--- config.mk ---
export PLATFORM = sky130hd
export DESIGN_NAME = codec_pwrup_seq
export DESIGN_NICKNAME = d
export VERILOG_FILES = /design/src/rtl/pwrseq_pkg.sv /design/src/rtl/pwrseq_debounce.sv /design/src/rtl/pwrseq_cfg_rom.sv /design/src/rtl/pwrseq_clkgen.sv /design/src/rtl/codec_pwrup_seq.sv
export SDC_FILE = /design/constraint.sdc
export NUM_CORES = 1
export LEC_CHECK = 0
export BUFFER_PORTS_ARGS = -buffer_cell sky130_fd_sc_hd__buf_2
export CAP_MARGIN = 5
export CELL_PAD_IN_SITES_DETAIL_PLACEMENT = 1
export CELL_PAD_IN_SITES_GLOBAL_PLACEMENT = 1
export CORE_MARGIN = 5
export CORE_UTILIZATION = 35
export CTS_BUF_LIST = sky130_fd_sc_hd__clkbuf_2
export DETAILED_ROUTE_END_ITERATION = 12
export HOLD_SLACK_MARGIN = 0.08
export PLACE_DENSITY = 0.68
export SLEW_MARGIN = 5
export SYNTH_ARGS = -nofsm -noshare
export SYNTH_HDL_FRONTEND = slang
export SYNTH_HIERARCHICAL = 1
export SYNTH_SLANG_ARGS = --single-unit
export TNS_END_PERCENT = 100
--- constraint.sdc ---
create_clock -name clk -period 2.7 [get_ports clk]
set_input_delay 0.675 -clock clk [delete_from_list [all_inputs] [get_ports clk]]
set_output_delay 0.675 -clock clk [all_outputs]
set_load 0.02 [all_outputs]
--- src/rtl/pwrseq_pkg.sv ---
package pwrseq_pkg;

    typedef enum logic [2:0] {
        SEQ_HOLD    = 3'd0,
        SEQ_PDN_SET = 3'd1,
        SEQ_CFG     = 3'd2,
        SEQ_MCLK    = 3'd3,
        SEQ_PDN_CLR = 3'd4,
        SEQ_SETTLE  = 3'd5,
        SEQ_READY   = 3'd6,
        SEQ_FAULT   = 3'd7
    } seq_state_e;

    localparam logic [7:0] PWR_REG_ADDR = 8'h02;
    localparam logic [7:0] PWR_DOWN_SET = 8'h01;
    localparam logic [7:0] PWR_DOWN_CLR = 8'h00;

    typedef struct packed {
        logic       last;
        logic [7:0] addr;
        logic [7:0] data;
    } cfg_entry_t;

endpackage

--- src/rtl/pwrseq_debounce.sv ---
module pwrseq_debounce #(
    parameter int CNT_W = 16
) (
    input  logic             clk,
    input  logic             rst_n,
    input  logic             supply_good,
    input  logic [CNT_W-1:0] len,
    output logic             stable
);

    typedef struct packed {
        logic [CNT_W-1:0] cnt;
        logic             ok;
    } dbn_t;

    dbn_t dbn_d, dbn_q;

    always_comb begin
        dbn_d = dbn_q;
        if (!supply_good) begin
            dbn_d.cnt = '0;
            dbn_d.ok  = 1'b0;
        end else if (dbn_q.cnt >= len) begin
            dbn_d.ok = 1'b1;
        end else begin
            dbn_d.cnt = dbn_q.cnt + 1'b1;
        end
    end

    always_ff @(posedge clk or negedge rst_n) begin
        if (!rst_n) dbn_q <= '0;
        else        dbn_q <= dbn_d;
    end

    assign stable = dbn_q.ok;

endmodule

--- src/rtl/pwrseq_cfg_rom.sv ---
module pwrseq_cfg_rom #(
    parameter int IDX_W = 3
) (
    input  logic [IDX_W-1:0]        idx,
    output pwrseq_pkg::cfg_entry_t  entry
);

    // configuration list, terminated by an entry with last set
    always_comb begin
        entry = '{last: 1'b1, addr: 8'h00, data: 8'h00};
        case (int'(idx))
            0: entry = '{last: 1'b0, addr: 8'h03, data: 8'h4A};
            1: entry = '{last: 1'b0, addr: 8'h04, data: 8'h36};
            2: entry = '{last: 1'b0, addr: 8'h05, data: 8'h1C};
            3: entry = '{last: 1'b0, addr: 8'h06, data: 8'h00};
            4: entry = '{last: 1'b0, addr: 8'h08, data: 8'h7F};
            default: entry = '{last: 1'b1, addr: 8'h00, data: 8'h00};
        endcase
    end

endmodule

--- src/rtl/pwrseq_clkgen.sv ---
module pwrseq_clkgen #(
    parameter int BCLK_HALF  = 2,
    parameter int FRAME_BITS = 64
) (
    input  logic clk,
    input  logic rst_n,
    input  logic en,
    output logic bit_clk,
    output logic frame_clk,
    output logic frame_rise
);

    localparam int HALF_BITS = FRAME_BITS / 2;
    localparam int DIV_W     = $clog2(BCLK_HALF + 1);
    localparam int BIT_W     = $clog2(HALF_BITS + 1);

    typedef struct packed {
        logic [DIV_W-1:0] div;
        logic [BIT_W-1:0] bits;
        logic             bclk;
        logic             fclk;
        logic             rise;
    } gen_t;

    gen_t gen_d, gen_q;

    always_comb begin
        gen_d      = gen_q;
        gen_d.rise = 1'b0;
        if (!en) begin
            gen_d = '0;
        end else if (gen_q.div == DIV_W'(BCLK_HALF - 1)) begin
            gen_d.div  = '0;
            gen_d.bclk = !gen_q.bclk;
            if (gen_q.bclk) begin
                // frame clock moves only on a falling bit clock
                if (gen_q.bits == BIT_W'(HALF_BITS - 1)) begin
                    gen_d.bits = '0;
                    gen_d.fclk = !gen_q.fclk;
                    gen_d.rise = !gen_q.fclk;
                end else begin
                    gen_d.bits = gen_q.bits + 1'b1;
                end
            end
        end else begin
            gen_d.div = gen_q.div + 1'b1;
        end
    end

    always_ff @(posedge clk or negedge rst_n) begin
        if (!rst_n) gen_q <= '0;
        else        gen_q <= gen_d;
    end

    assign bit_clk    = gen_q.bclk;
    assign frame_clk  = gen_q.fclk;
    assign frame_rise = gen_q.rise;

endmodule

--- src/rtl/codec_pwrup_seq.sv ---
module codec_pwrup_seq
    import pwrseq_pkg::*;
#(
    parameter int DBNC_W        = 16,
    parameter int BCLK_HALF     = 2,
    parameter int FRAME_BITS    = 64,
    parameter int SETTLE_FRAMES = 2000,
    parameter int CFG_IDX_W     = 3
) (
    input  logic              clk,
    input  logic              rst_n,
    input  logic              supply_good,
    input  logic [DBNC_W-1:0] dbnc_len,
    output logic              codec_rst_n,
    output logic              cmd_req,
    output logic [7:0]        cmd_addr,
    output logic [7:0]        cmd_data,
    input  logic              cmd_ack,
    input  logic              cmd_nack,
    output logic              mclk_en,
    output logic              bit_clk,
    output logic              frame_clk,
    output logic              sdata_en,
    output logic              ready,
    output logic              error
);

    localparam int SET_W = $clog2(SETTLE_FRAMES + 1);

    typedef struct packed {
        seq_state_e           st;
        logic                 rst_out;
        logic                 req;
        logic [7:0]           addr;
        logic [7:0]           data;
        logic [CFG_IDX_W-1:0] idx;
        logic [SET_W-1:0]     cnt;
        logic                 mclk;
        logic                 run;
        logic                 rdy;
        logic                 err;
    } seq_t;

    seq_t       seq_d, seq_q;
    logic       supply_stable;
    logic       frame_rise;
    cfg_entry_t cfg_entry;

    pwrseq_debounce #(.CNT_W(DBNC_W)) u_dbnc (
        .clk         (clk),
        .rst_n       (rst_n),
        .supply_good (supply_good),
        .len         (dbnc_len),
        .stable      (supply_stable)
    );

    pwrseq_cfg_rom #(.IDX_W(CFG_IDX_W)) u_rom (
        .idx   (seq_q.idx),
        .entry (cfg_entry)
    );

    // enable follows the next-state value so clocks stop with sdata_en
    pwrseq_clkgen #(.BCLK_HALF(BCLK_HALF), .FRAME_BITS(FRAME_BITS)) u_clk (
        .clk        (clk),
        .rst_n      (rst_n),
        .en         (seq_d.run),
        .bit_clk    (bit_clk),
        .frame_clk  (frame_clk),
        .frame_rise (frame_rise)
    );

    always_comb begin
        seq_d = seq_q;
        case (seq_q.st)
            SEQ_HOLD: begin
                seq_d.rst_out = 1'b0;
                if (supply_stable) begin
                    seq_d.st      = SEQ_PDN_SET;
                    seq_d.rst_out = 1'b1;
                end
            end
            SEQ_PDN_SET: begin
                if (!seq_q.req) begin
                    seq_d.req  = 1'b1;
                    seq_d.addr = PWR_REG_ADDR;
                    seq_d.data = PWR_DOWN_SET;
                end else if (cmd_ack) begin
                    seq_d.req = 1'b0;
                    seq_d.idx = '0;
                    seq_d.st  = SEQ_CFG;
                end
            end
            SEQ_CFG: begin
                if (!seq_q.req) begin
                    if (cfg_entry.last) begin
                        seq_d.st = SEQ_MCLK;
                    end else begin
                        seq_d.req  = 1'b1;
                        seq_d.addr = cfg_entry.addr;
                        seq_d.data = cfg_entry.data;
                    end
                end else if (cmd_ack) begin
                    seq_d.req = 1'b0;
                    seq_d.idx = seq_q.idx + 1'b1;
                end
            end
            SEQ_MCLK: begin
                seq_d.mclk = 1'b1;
                seq_d.st   = SEQ_PDN_CLR;
            end
            SEQ_PDN_CLR: begin
                if (!seq_q.req) begin
                    seq_d.req  = 1'b1;
                    seq_d.addr = PWR_REG_ADDR;
                    seq_d.data = PWR_DOWN_CLR;
                end else if (cmd_ack) begin
                    seq_d.req = 1'b0;
                    seq_d.run = 1'b1;
                    seq_d.cnt = '0;
                    seq_d.st  = SEQ_SETTLE;
                end
            end
            SEQ_SETTLE: begin
                if (frame_rise) begin
                    if (seq_q.cnt == SET_W'(SETTLE_FRAMES - 1)) begin
                        seq_d.rdy = 1'b1;
                        seq_d.st  = SEQ_READY;
                    end else begin
                        seq_d.cnt = seq_q.cnt + 1'b1;
                    end
                end
            end
            SEQ_READY: begin
                seq_d.rdy = 1'b1;
            end
            SEQ_FAULT: begin
                seq_d.err = 1'b1;
            end
            default: begin
                seq_d = '0;
            end
        endcase

        // a refused write parks the sequencer
        if (seq_q.req && cmd_nack) begin
            seq_d         = '0;
            seq_d.st      = SEQ_FAULT;
            seq_d.err     = 1'b1;
        end

        // supply loss overrides everything and restarts
        if (!supply_good) begin
            seq_d = '0;
        end
    end

    always_ff @(posedge clk or negedge rst_n) begin
        if (!rst_n) seq_q <= '0;
        else        seq_q <= seq_d;
    end

    assign codec_rst_n = seq_q.rst_out;
    assign cmd_req     = seq_q.req;
    assign cmd_addr    = seq_q.addr;
    assign cmd_data    = seq_q.data;
    assign mclk_en     = seq_q.mclk;
    assign sdata_en    = seq_q.run;
    assign ready       = seq_q.rdy;
    assign error       = seq_q.err;

endmodule

==> impl_results.md <==
* Synth top area cells: dfrtp_1 (38%), ha_1 (6.0%), buf_4 (4.1%), inv_1 (3.9%), mux2i_1 (3.9%)
* CP max-delay cell: or4_1
* Lkg Pwr at 2.25 nW
* GRT Overall Usage at 14.9%
* Post-synth EDFFs at 0
* Most used DFF post-synth: dfrtp_1
* CP max stage delay at 0.51 ns
* Routed vias at 3553
* Critical Path Sink: u_dbnc/dbn_q[14]
* Worst-Margin Slew at 0.647 ns
* Root Buffer: clkbuf_2
* Worst Clk Skew at 0.0359 ns
* Setup TNS at 0 ns
* Final Setup Violations at 0
* Drt wl/cell at 15.5 um
* YS warnings at 6
* TritonCTS clock tree: built
* CTS Buf Count at 9
* RSZ-0062 raised after global routing: no
* Post-layout min period at 2.49 ns
* Synth cell types at 74
* WP buf/inv at 1
* Hpwl dp at 7610 um
* N_diodes at 0
* Starting Density at 36.1%
* Final wirelength at 10400 um
* Seq/Total Area, Yosys at 38.3%
* Placer Congestion at 0.766
* Port Buf Inserts at 44
* Reg2Reg Launch Point: u_dbnc/dbn_q[6]
* Hold/Removal Path Class: primary input to asynchronous set/reset pin
* CP Cell Sequence: ha_1 > a211oi_1 > o21ai_1 > a21oi_1 > o41ai_4 > buf_12 > or4_1 > a21oi_1
* Final critical-path share of the clock period at 92.1%
* Critical Path AT at 2.92 ns
* Synth area leader: dfrtp_1
* Initial antenna violation count at 0
* Reg2reg end: u_dbnc/dbn_q[14]
* DRC viols at 0
* Status: completed
* Hold Worst Slack at 0.126 ns
* First-pass DRT Iterations at 5
* Via density at 5.29
* CP max FO at 31
* Grt total ovfl at 0
* Critical path class: register to register
* Fin. max-slew vios at 0
* H-tree Lvls at 3
* Cells after synthesis at 469
* Crit start category: register
* Max Buffers Root-to-Sink at 2
* Max-Cap Viols at 0
* Final core occ at 39.7%
* Layout cells sized above 1 at 18.3%
* Reg2reg path depth at 8
* CP Capture Type: register
* Crit path top cell by count: a21oi_1
* Synth Register Bits at 67
* Initial DRC count at 149
* Final hold violations at 0
* Final ANT Viol Nets at 0
* Vias in the first global route at 3738
* Die Span Y at 122 um
* Synthesized cell area at 4380 um2
* Site row count at 40
* Area share of the largest cell type after synthesis at 38.3%
* R2r setup slk at 0.21 ns
* Share of flip-flops with an asynchronous set or reset at 100%
* Max Clk Rate at 0.402 GHz
* Core area at 12100 um2
* Post-CTS Setup Bufs at 0
* Final net count at 541
* Critical Path Start: u_dbnc/dbn_q[6]
* DIE AREA at 14800 um2
* Delay-heaviest family, CP: compound AO/OA/AOI/OAI gates
* First-pass GRT wire length at 18200 um
* Syn avg cell area at 9.33 um2
* Cts repair resizes at 0
* Die W at 122 um
* I/O Pins at 45
* Worst endpoint required time at 3.13 ns
* Pwr dens at 610 nW/um2
* Later-pin clock latency in the skew report at 0.53 ns
* Clock-pin slew on the worst setup and hold paths at 0.21 ns
* Crit path depth at 8
* Largest net degree at the start of global routing at 68
* VDD IR max at 0.000236 V
* Total Power at 0.00293 W
* Layout Area Growth over Synthesis at 9.98%
* Sink Count at 67
* Cts hold-fix bufs at 0
* Slew headroom at 56.8%
==> per-layer routing <==
layer	vias up	GRT usage [%]	share of wire (%)
met5	-	0	0
met4	0	3.29	0.98
met3	10	3.39	2.7
met2	36	26.1	51
met1	1780	18.8	46
li1	1727	-	-
==> registers in the layout, summed over array words and instances (netlist names) <==
signal,count
u_dbnc/dbn_q,16
u_clk/frame_rise,1
error,1
codec_rst_n,1
u_clk/bit_clk,1
u_clk/gen_q,8
u_clk/frame_clk,1
cmd_addr,8
mclk_en,1
cmd_req,1
sdata_en,1
u_dbnc/stable,1
seq_q,17
cmd_data,8
ready,1
==> synthesized netlist by cell type, types with 5 or more instances <==
cell	count
nor3_1	6
clkbuf_1	8
and3_1	5
ha_1	21
mux2i_1	17
o21ai_0	9
buf_2	5
inv_1	46
nor2b_1	6
o31ai_1	14
nor2_1	22
a31oi_1	5
a21oi_1	28
buf_4	24
a211oi_1	8
nand4_1	5
or4_1	8
o21ai_1	9
or3_1	7
dfrtp_1	67
mux2_1	5
nand2b_1	7
nand3_1	13
nand2_1	35
and2_1	6
==> worst min-delay path by stage <==
stage / to / slack, ns / startpoint / depth (start not counted)
after floorplan: cmd_addr[0] / 0.38 / rst_n / 0
after global placement: ready / 0.48 / ready / 1
after CTS: seq_q[16] / 0.09 / rst_n / 2
final: u_dbnc/dbn_q[5] / 0.13 / rst_n / 2
after global routing: seq_q[16] / 0.09 / rst_n / 2
after detailed placement: ready / 0.48 / ready / 1
==> metrics by stage <==
step                cell area (um2)  setup WS [ns]  std cells
floorplan                      4390          0.304        473
detailed placement             4680         -0.102        656
CTS                            4810          0.178        672
finish                         4810          0.215        672
global route                   4810         0.0596        672
global placement               4680         0.0235        656
==> layout by cell type, fill, tap and decap left out, types with 12 or more instances in the layout <==
| master | n |
|---|---|
| mux2i_1 | 17 |
| dfrtp_1 | 67 |
| a21oi_1 | 28 |
| o31ai_1 | 14 |
| nor2_1 | 22 |
| buf_2 | 44 |
| nand2_1 | 35 |
| buf_4 | 12 |
| ha_1 | 21 |
| inv_1 | 46 |
| nand3_1 | 13 |
==> area by class of cell <==
type                       instances  area, um2
clock buffer                       9       45.0
clock inverter                     7       92.6
fill                            1455       7300
inverter                          47        176
multi-input combinational        316       2260
sequential                        67       1680
tap                              168        210
timing repair buffer              58        350
==> power breakdown <==
part           switching [W]  total (W)  internal (W)
Sequential          0.000132    0.00121       0.00108
Clock               0.000394   0.000696      0.000302
Combinational       0.000599    0.00103      0.000429
Total                0.00112    0.00293       0.00181
==> logic make-up after synthesis <==
kind of cell,synth area share [%]
XOR/XNOR,1.20
flip-flops,38.3
adder cells (fa/ha/maj),6.00
multiplexers,5.43
AND/OR/NAND/NOR,19.9
buffers and inverters,10.6
other,0.0857
AO/OA/AOI/OAI,18.5
==> worst register-to-register path: stages (launching register included) <==
cell      delay [ns]
dfrtp_1         0.48
ha_1            0.32
a211oi_1        0.26
o21ai_1         0.10
a21oi_1         0.24
o41ai_4         0.13
buf_12          0.18
or4_1           0.51
a21oi_1         0.17
Note: power is estimated with default switching activity, not from simulation.
